### src/rtl/irq_fe_pkg.sv
package irq_fe_pkg;

    typedef enum logic [1:0] {
        ST_IDLE       = 2'd0,
        ST_ACK_FIRST  = 2'd1,
        ST_ACK_SECOND = 2'd2,
        ST_DELIVER    = 2'd3
    } irq_state_t;

    function automatic int unsigned cnt_bits(input int unsigned limit);
        return (limit < 2) ? 1 : $clog2(limit + 1);
    endfunction

endpackage

### src/rtl/irq_fe_sync.sv
module irq_fe_sync #(
    parameter int WIDTH  = 2,
    parameter int STAGES = 2
) (
    input  logic             clk,
    input  logic             rst_n,
    input  logic [WIDTH-1:0] async_in,
    output logic [WIDTH-1:0] sync_out
);

    logic [STAGES-1:0] chain [WIDTH];

    for (genvar b = 0; b < WIDTH; b++) begin : g_bit
        always_ff @(posedge clk or negedge rst_n) begin
            if (!rst_n) begin
                chain[b] <= '0;
            end else begin
                chain[b] <= {chain[b][STAGES-2:0], async_in[b]};
            end
        end
        assign sync_out[b] = chain[b][STAGES-1];
    end

endmodule

### src/rtl/irq_fe_level_age.sv
module irq_fe_level_age
    import irq_fe_pkg::*;
#(
    parameter int LEAD = 2
) (
    input  logic clk,
    input  logic rst_n,
    input  logic level,
    output logic qualified
);

    localparam int AW = cnt_bits(LEAD);

    logic [AW-1:0] age;

    always_ff @(posedge clk or negedge rst_n) begin
        if (!rst_n) begin
            age <= '0;
        end else if (!level) begin
            age <= '0;
        end else if (age < AW'(LEAD)) begin
            age <= age + 1'b1;
        end
    end

    assign qualified = level && (age >= AW'(LEAD));

    // a qualified request was already high in the previous clock
    a_r2_lead_seen: assert property (@(posedge clk) disable iff (!rst_n)
        qualified |-> $past(level));

endmodule

### src/rtl/irq_fe_nmi_qual.sv
module irq_fe_nmi_qual
    import irq_fe_pkg::*;
#(
    parameter int LOW_MIN  = 4,
    parameter int HIGH_MIN = 4
) (
    input  logic clk,
    input  logic rst_n,
    input  logic s_in,
    input  logic take,
    output logic pending
);

    localparam int LW = cnt_bits(LOW_MIN);
    localparam int HW = cnt_bits(HIGH_MIN);

    logic          s_prev;
    logic [LW-1:0] low_cnt;
    logic [HW-1:0] hi_run;
    logic          armed;
    logic          low_ok;
    logic          rise;
    logic          evt;

    assign low_ok = (low_cnt >= LW'(LOW_MIN));
    assign rise   = s_in && !s_prev;
    assign evt    = armed && s_in && (hi_run == HW'(HIGH_MIN - 1));

    always_ff @(posedge clk or negedge rst_n) begin
        if (!rst_n) begin
            s_prev  <= 1'b0;
            low_cnt <= '0;
            hi_run  <= '0;
            armed   <= 1'b0;
        end else begin
            s_prev <= s_in;
            if (!s_in) begin
                hi_run <= '0;
                armed  <= 1'b0;
                if (!low_ok) begin
                    low_cnt <= low_cnt + 1'b1;
                end
            end else begin
                low_cnt <= '0;
                if (rise) begin
                    armed  <= low_ok;
                    hi_run <= HW'(1);
                end else if (armed) begin
                    if (evt) begin
                        armed <= 1'b0;
                    end else begin
                        hi_run <= hi_run + 1'b1;
                    end
                end
            end
        end
    end

    always_ff @(posedge clk or negedge rst_n) begin
        if (!rst_n) begin
            pending <= 1'b0;
        end else if (take) begin
            pending <= 1'b0;
        end else if (evt) begin
            pending <= 1'b1;
        end
    end

    // a rise after too short a low gap never arms
    a_r7_short_low: assert property (@(posedge clk) disable iff (!rst_n)
        (rise && !low_ok) |=> !armed);

    // an event only fires while the input is high and was high before
    a_r7_evt_high: assert property (@(posedge clk) disable iff (!rst_n)
        evt |-> (s_in && $past(s_in)));

    // pending holds until accepted
    a_r9_hold: assert property (@(posedge clk) disable iff (!rst_n)
        (pending && !take) |=> pending);

endmodule

### src/rtl/irq_fe_ctrl.sv
module irq_fe_ctrl
    import irq_fe_pkg::*;
#(
    parameter int          VEC_W      = 8,
    parameter int unsigned NMI_VECTOR = 2
) (
    input  logic             clk,
    input  logic             rst_n,
    input  logic             boundary,
    input  logic             nmi_pend,
    input  logic             mreq_ok,
    input  logic             ack_rdy,
    input  logic [VEC_W-1:0] ack_data,
    output logic             nmi_take,
    output logic             ack_req,
    output logic             ack_second,
    output logic             vec_valid,
    output logic [VEC_W-1:0] vec_out,
    output logic             vec_is_nmi
);

    irq_state_t state, state_nx;

    always_ff @(posedge clk or negedge rst_n) begin
        if (!rst_n) begin
            state <= ST_IDLE;
        end else begin
            state <= state_nx;
        end
    end

    always_comb begin
        state_nx = state;
        unique case (state)
            ST_IDLE: begin
                if (boundary && nmi_pend) begin
                    state_nx = ST_DELIVER;
                end else if (boundary && mreq_ok) begin
                    state_nx = ST_ACK_FIRST;
                end
            end
            ST_ACK_FIRST:  if (ack_rdy) state_nx = ST_ACK_SECOND;
            ST_ACK_SECOND: if (ack_rdy) state_nx = ST_DELIVER;
            ST_DELIVER:    state_nx = ST_IDLE;
            default:       state_nx = ST_IDLE;
        endcase
    end

    always_comb begin
        nmi_take   = 1'b0;
        ack_req    = 1'b0;
        ack_second = 1'b0;
        vec_valid  = 1'b0;
        unique case (state)
            ST_IDLE:       nmi_take = boundary && nmi_pend;
            ST_ACK_FIRST:  ack_req  = 1'b1;
            ST_ACK_SECOND: begin
                ack_req    = 1'b1;
                ack_second = 1'b1;
            end
            ST_DELIVER:    vec_valid = 1'b1;
            default:       ;
        endcase
    end

    always_ff @(posedge clk or negedge rst_n) begin
        if (!rst_n) begin
            vec_out    <= '0;
            vec_is_nmi <= 1'b0;
        end else if (nmi_take) begin
            vec_out    <= VEC_W'(NMI_VECTOR);
            vec_is_nmi <= 1'b1;
        end else if (state == ST_ACK_SECOND && ack_rdy) begin
            vec_out    <= ack_data;
            vec_is_nmi <= 1'b0;
        end
    end

    // the valid pulse lasts one clock
    a_r5_one_clock: assert property (@(posedge clk) disable iff (!rst_n)
        vec_valid |=> !vec_valid);

    // the vector changes only when a new one is delivered
    a_r5_vec_hold: assert property (@(posedge clk) disable iff (!rst_n)
        !$stable(vec_out) |-> vec_valid);

    // second-cycle data becomes the vector
    a_r4_capture: assert property (@(posedge clk) disable iff (!rst_n)
        (ack_req && ack_second && ack_rdy) |=> (vec_valid && vec_out == $past(ack_data)));

    // accepted non-maskable event delivers the fixed vector without bus cycles
    a_r6_nmi_vec: assert property (@(posedge clk) disable iff (!rst_n)
        nmi_take |=> (vec_valid && !ack_req && vec_is_nmi && vec_out == VEC_W'(NMI_VECTOR)));

    // no acknowledge starts while a non-maskable event is accepted
    a_r8_priority: assert property (@(posedge clk) disable iff (!rst_n)
        (state == ST_IDLE && boundary && nmi_pend) |=> !ack_req);

    // a boundary strobe does not disturb an acknowledge cycle waiting on ready
    a_r10_busy: assert property (@(posedge clk) disable iff (!rst_n)
        (ack_req && !ack_rdy) |=> (ack_req && $stable(ack_second)));

    a_r4_excl: assert property (@(posedge clk) disable iff (!rst_n)
        $onehot0({ack_req, vec_valid}));

endmodule

### src/rtl/irq_front_end.sv
module irq_front_end
    import irq_fe_pkg::*;
#(
    parameter int          VEC_W        = 8,
    parameter int          SYNC_STAGES  = 2,
    parameter int          NMI_LOW_MIN  = 4,
    parameter int          NMI_HIGH_MIN = 4,
    parameter int          INTR_LEAD    = 2,
    parameter int unsigned NMI_VECTOR   = 2
) (
    input  logic             clk,
    input  logic             rst_n,
    input  logic             mreq_in,
    input  logic             nmi_in,
    input  logic             ie_flag,
    input  logic             boundary,
    output logic             ack_req,
    output logic             ack_second,
    input  logic             ack_rdy,
    input  logic [VEC_W-1:0] ack_data,
    output logic             vec_valid,
    output logic [VEC_W-1:0] vec_out,
    output logic             vec_is_nmi
);

    logic [1:0] sync_pins;
    logic       mreq_qual;
    logic       nmi_pend;
    logic       nmi_take;

    irq_fe_sync #(
        .WIDTH  (2),
        .STAGES (SYNC_STAGES)
    ) u_sync (
        .clk      (clk),
        .rst_n    (rst_n),
        .async_in ({nmi_in, mreq_in}),
        .sync_out (sync_pins)
    );

    irq_fe_level_age #(
        .LEAD (INTR_LEAD)
    ) u_age (
        .clk       (clk),
        .rst_n     (rst_n),
        .level     (sync_pins[0]),
        .qualified (mreq_qual)
    );

    irq_fe_nmi_qual #(
        .LOW_MIN  (NMI_LOW_MIN),
        .HIGH_MIN (NMI_HIGH_MIN)
    ) u_nmi (
        .clk     (clk),
        .rst_n   (rst_n),
        .s_in    (sync_pins[1]),
        .take    (nmi_take),
        .pending (nmi_pend)
    );

    irq_fe_ctrl #(
        .VEC_W      (VEC_W),
        .NMI_VECTOR (NMI_VECTOR)
    ) u_ctrl (
        .clk        (clk),
        .rst_n      (rst_n),
        .boundary   (boundary),
        .nmi_pend   (nmi_pend),
        .mreq_ok    (mreq_qual && ie_flag),
        .ack_rdy    (ack_rdy),
        .ack_data   (ack_data),
        .nmi_take   (nmi_take),
        .ack_req    (ack_req),
        .ack_second (ack_second),
        .vec_valid  (vec_valid),
        .vec_out    (vec_out),
        .vec_is_nmi (vec_is_nmi)
    );

    // with the enable flag clear, an idle boundary without a non-maskable event starts nothing
    a_r3_masked: assert property (@(posedge clk) disable iff (!rst_n)
        (boundary && !ie_flag && !nmi_pend && !ack_req && !vec_valid) |=> (!ack_req && !vec_valid));

endmodule

### config.mk
export PLATFORM = sky130hd
export DESIGN_NAME = irq_front_end
export DESIGN_NICKNAME = d
export VERILOG_FILES = /design/src/rtl/irq_fe_pkg.sv /design/src/rtl/irq_fe_sync.sv /design/src/rtl/irq_fe_level_age.sv /design/src/rtl/irq_fe_nmi_qual.sv /design/src/rtl/irq_fe_ctrl.sv /design/src/rtl/irq_front_end.sv
export SDC_FILE = /design/constraint.sdc
export NUM_CORES = 1
export LEC_CHECK = 0
export ABC_AREA = 1
export BUFFER_PORTS_ARGS = -buffer_cell sky130_fd_sc_hd__buf_2
export CORE_UTILIZATION = 50
export CTS_BUF_LIST = sky130_fd_sc_hd__clkbuf_16
export CTS_CLUSTER_DIAMETER = 60
export DETAILED_ROUTE_END_ITERATION = 6
export PLACE_DENSITY = 0.8
export SLEW_MARGIN = 20
export SYNTH_ARGS = -nofsm -noshare
export SYNTH_HDL_FRONTEND = slang
export SYNTH_SLANG_ARGS = --single-unit
### constraint.sdc
create_clock -name clk -period 2.15 [get_ports clk]
set_input_delay 0.43 -clock clk [delete_from_list [all_inputs] [get_ports clk]]
set_output_delay 0.43 -clock clk [all_outputs]
set_load 0.01 [all_outputs]
==> impl_results.md <==
* Outcome: completed
* Setup TNS Final at 0 ns
* YS warnings at 0
* Final Max Tran Viols at 0
* Die Span Y at 49.98 um
* CTS root buffer: clkbuf_16
* P&R area growth vs syn at 23.48%
* GRT overflow at 0
* Area contributors post-synth: dfrtp_1 57%, ha_1 11%, nand2_1 6.2%
* Max clock buf depth at 2
* Setup WS post-layout at 0.5188 ns
* Avg WL per Cell at 11.43 um
* Final core utilization at 64.88%
* Crit path capture type: primary output
* Via/cell ratio at 4.933
* Max-Cap Viols at 0
* CTS Buf Count at 3
* DRC at 0
* WP buf/inv at 2
* Pin count of the biggest net entering global routing at 27
* Leakage power at 0.7513 nW
* Commonest cells in the netlist: 26 x dfrtp_1, 19 x nand2_1, 18 x nor2_1
* Post_cts resized at 0
* Crit-path cells: inv_1 > ha_1 > buf_2
* Maximum VDD drop at 0.8265 mV
* Die W at 49.98 um
* Antenna viol nets, final at 0
* RSZ-0062 raised after global routing: false
* Switching pwr at 0.5521 mW
* Ys flop type: dfrtp_1
* Fin. Hold Viols at 0
* Share of layout cells above drive strength 1 at 23.33%
* CTS tree: done
* Clock sinks at 26
* Final Wtd Congestion at 0.7352
* Total global-route track usage at 19.66%
* Async set-reset flop share out of synthesis at 100.0%
* Post-Place Setup Slack at 0.7612 ns
* Initial antenna violation count at 0
* Clock slew seen by the registers of the worst setup and hold paths at 0.06 ns
* Nets at 176
* Rel. slew slack at 62.78%
* PwrDens at 1238 nW/um2
* Avg Inst Size Synth at 9.593 um2
* Hold slack final at 0.1550 ns
* Logic gate share of total power at 31.2%
* I/O pin cnt at 27
* Critical path peak fanout at 4
* Crit path max-delay family: flip-flops
* H-tree levels at 1
* First-pass GRT wire length at 3.657 mm
* CP max stage cell: dfrtp_1
* Post-CTS setup buffers at 0
* WP data required at 1.72 ns
* HP Class: primary input to asynchronous set/reset pin
* Cell Int Power at 1.207 mW
* Area leader, netlist: dfrtp_1
* Core area at 2191 um2
* Clock latency on the worst-skew pair at 0.26 ns
* Net Count, Synth at 145
* Skew final at 0.002662 ns
* DR pass1 iterations at 4
* Post-synth EDFFs at 0
* Setup-failing EPs final at 0
* Distinct cells, synth at 17
* Achievable Freq at 613.0 MHz
* Min cycle time layout at 1.631 ns
* Initial drt markers at 10
* Sequential Power Share at 38.7%
* Via count at 878
* CP max stage delay at 0.39 ns
* Syn Inst Count at 120
* Synth Register Bits at 26
* Kind of critical path: flop to primary output
* Final Cycle Share at 75.87%
* Post-DP HPWL at 1.508 mm
* Switching Share at 31.38%
* Worst setup SP type: flop
* Num rows at 17
* Die ar. at 2498 um2
* Worst-Margin Slew at 0.5583 ns
* Area share of the largest cell type after synthesis at 56.52%
* CTS Hold Buffers Added at 0
* Starting Density at 52.54%
* Most common cell in the netlist: dfrtp_1
* Clock power share at 30.1%
* Total power at 1.760 mW
* Synthesized cell area at 1151 um2
* Vias in the first global route at 872
* Port Buffers at 26
* Seq/Total Area, Yosys at 56.52%
* Ant. Diodes at 0
* Worst Path Arrival at 1.20 ns
* Total wire length at 2.035 mm
-- path summary, 6_finish.rpt --
check | slack, ns | endpoint | from | cells after the start
worst min-delay path | 0.16 | u_ctrl.vec_out[4]$_DFFE_PN0P_ | rst_n | 1
min in group clk | 0.27 | u_sync.chain[0]$_DFF_PN0_ | nmi_in | 1
max in group asynchronous | 1.62 | u_sync.chain[2]$_DFF_PN0_ | rst_n | 1
worst max-delay path | 0.52 | ack_req | u_ctrl.state[0]$_DFFE_PN0P_ | 3
worst max register to register | 0.76 | u_ctrl.vec_out[5]$_DFFE_PN0P_ | u_ctrl.state[0]$_DFFE_PN0P_ | 6
worst min register to register | 0.35 | u_sync.sync_out[1]$_DFF_PN0_ | u_sync.chain[0]$_DFF_PN0_ | 0
-- power groups by stage --
stage | clock (mW) | sequential (mW) | combinational, mW
floorplan | 0 | 0.718 | 0.329
global route | 0.562 | 0.696 | 0.634
global placement | 0 | 0.681 | 0.527
finish | 0.530 | 0.680 | 0.549
detailed placement | 0 | 0.689 | 0.555
CTS | 0.540 | 0.681 | 0.557
-- worst register-to-register path, stage by stage (launching register included) --
cell	delay, ns
dfrtp_1	0.39
inv_1	0.10
ha_1	0.25
nand2_2	0.19
inv_2	0.11
o21ai_0	0.18
nor2_1	0.06
-- through the flow --
| step | instance area, um2 | std cells |
|---|---|---|
| after floorplan | 1151 | 120 |
| after global placement | 1316 | 174 |
| after detailed placement | 1316 | 174 |
| after CTS | 1421 | 178 |
| after global routing | 1421 | 178 |
| final | 1421 | 178 |
-- placed cells by master, fill, tap and decap left out, types with 2 or more instances in the layout --
| cell type | synthesis | layout |
|---|---|---|
| a21oi_1 | 4 | 4 |
| ha_1 | 10 | 10 |
| nor2_1 | 18 | 18 |
| nand3_1 | 10 | 10 |
| inv_1 | 13 | 13 |
| o21ai_0 | 10 | 10 |
| nand2_1 | 19 | 19 |
| buf_2 | 0 | 26 |
| dfrtp_1 | 26 | 26 |
| nand2_2 | 2 | 2 |
| clkbuf_16 | 0 | 3 |
-- routing by layer --
layer / GRT usage [%] / share of wire (%) / wire, um
met1: 23.40 / 47 / 952
met3: 4.012 / 3.2 / 65
met5: 0 / 0 / 0
met4: 10.95 / 1.5 / 30
met2: 32.67 / 49 / 987
-- logic make-up (layout without fill, tap and decap cells) --
group	Yosys count	after routing	synth area share [%]
flops	26	26	56.52
compound gates	20	20	10.00
fa+ha+maj	10	10	10.87
simple gates	50	50	18.04
buf+inv	14	44	4.565
-- final cells by class --
class / instances / area [um2]
fillers: 172 / 769.5
flip-flops and latches: 26 / 650.6
multi-input cells: 80 / 447.9
repair buffers: 26 / 130.1
clock buffers: 3 / 75.07
inverters: 14 / 52.55
well taps: 28 / 35.03
clock inverters: 1 / 30.03
-- state kept, by name (all words and copies together) (netlist names) --
| register | flops |
|---|---|
| u_ctrl.vec_out | 8 |
| u_age.age | 2 |
| u_ctrl.vec_is_nmi | 1 |
| u_nmi.low_cnt | 3 |
| u_nmi.hi_run | 3 |
| u_sync.sync_out | 2 |
| u_ctrl.state | 2 |
| u_nmi.s_prev | 1 |
| u_sync.chain | 2 |
| u_nmi.armed | 1 |
| u_nmi.pending | 1 |
No activity file was read; power rests on OpenSTA's default activity.
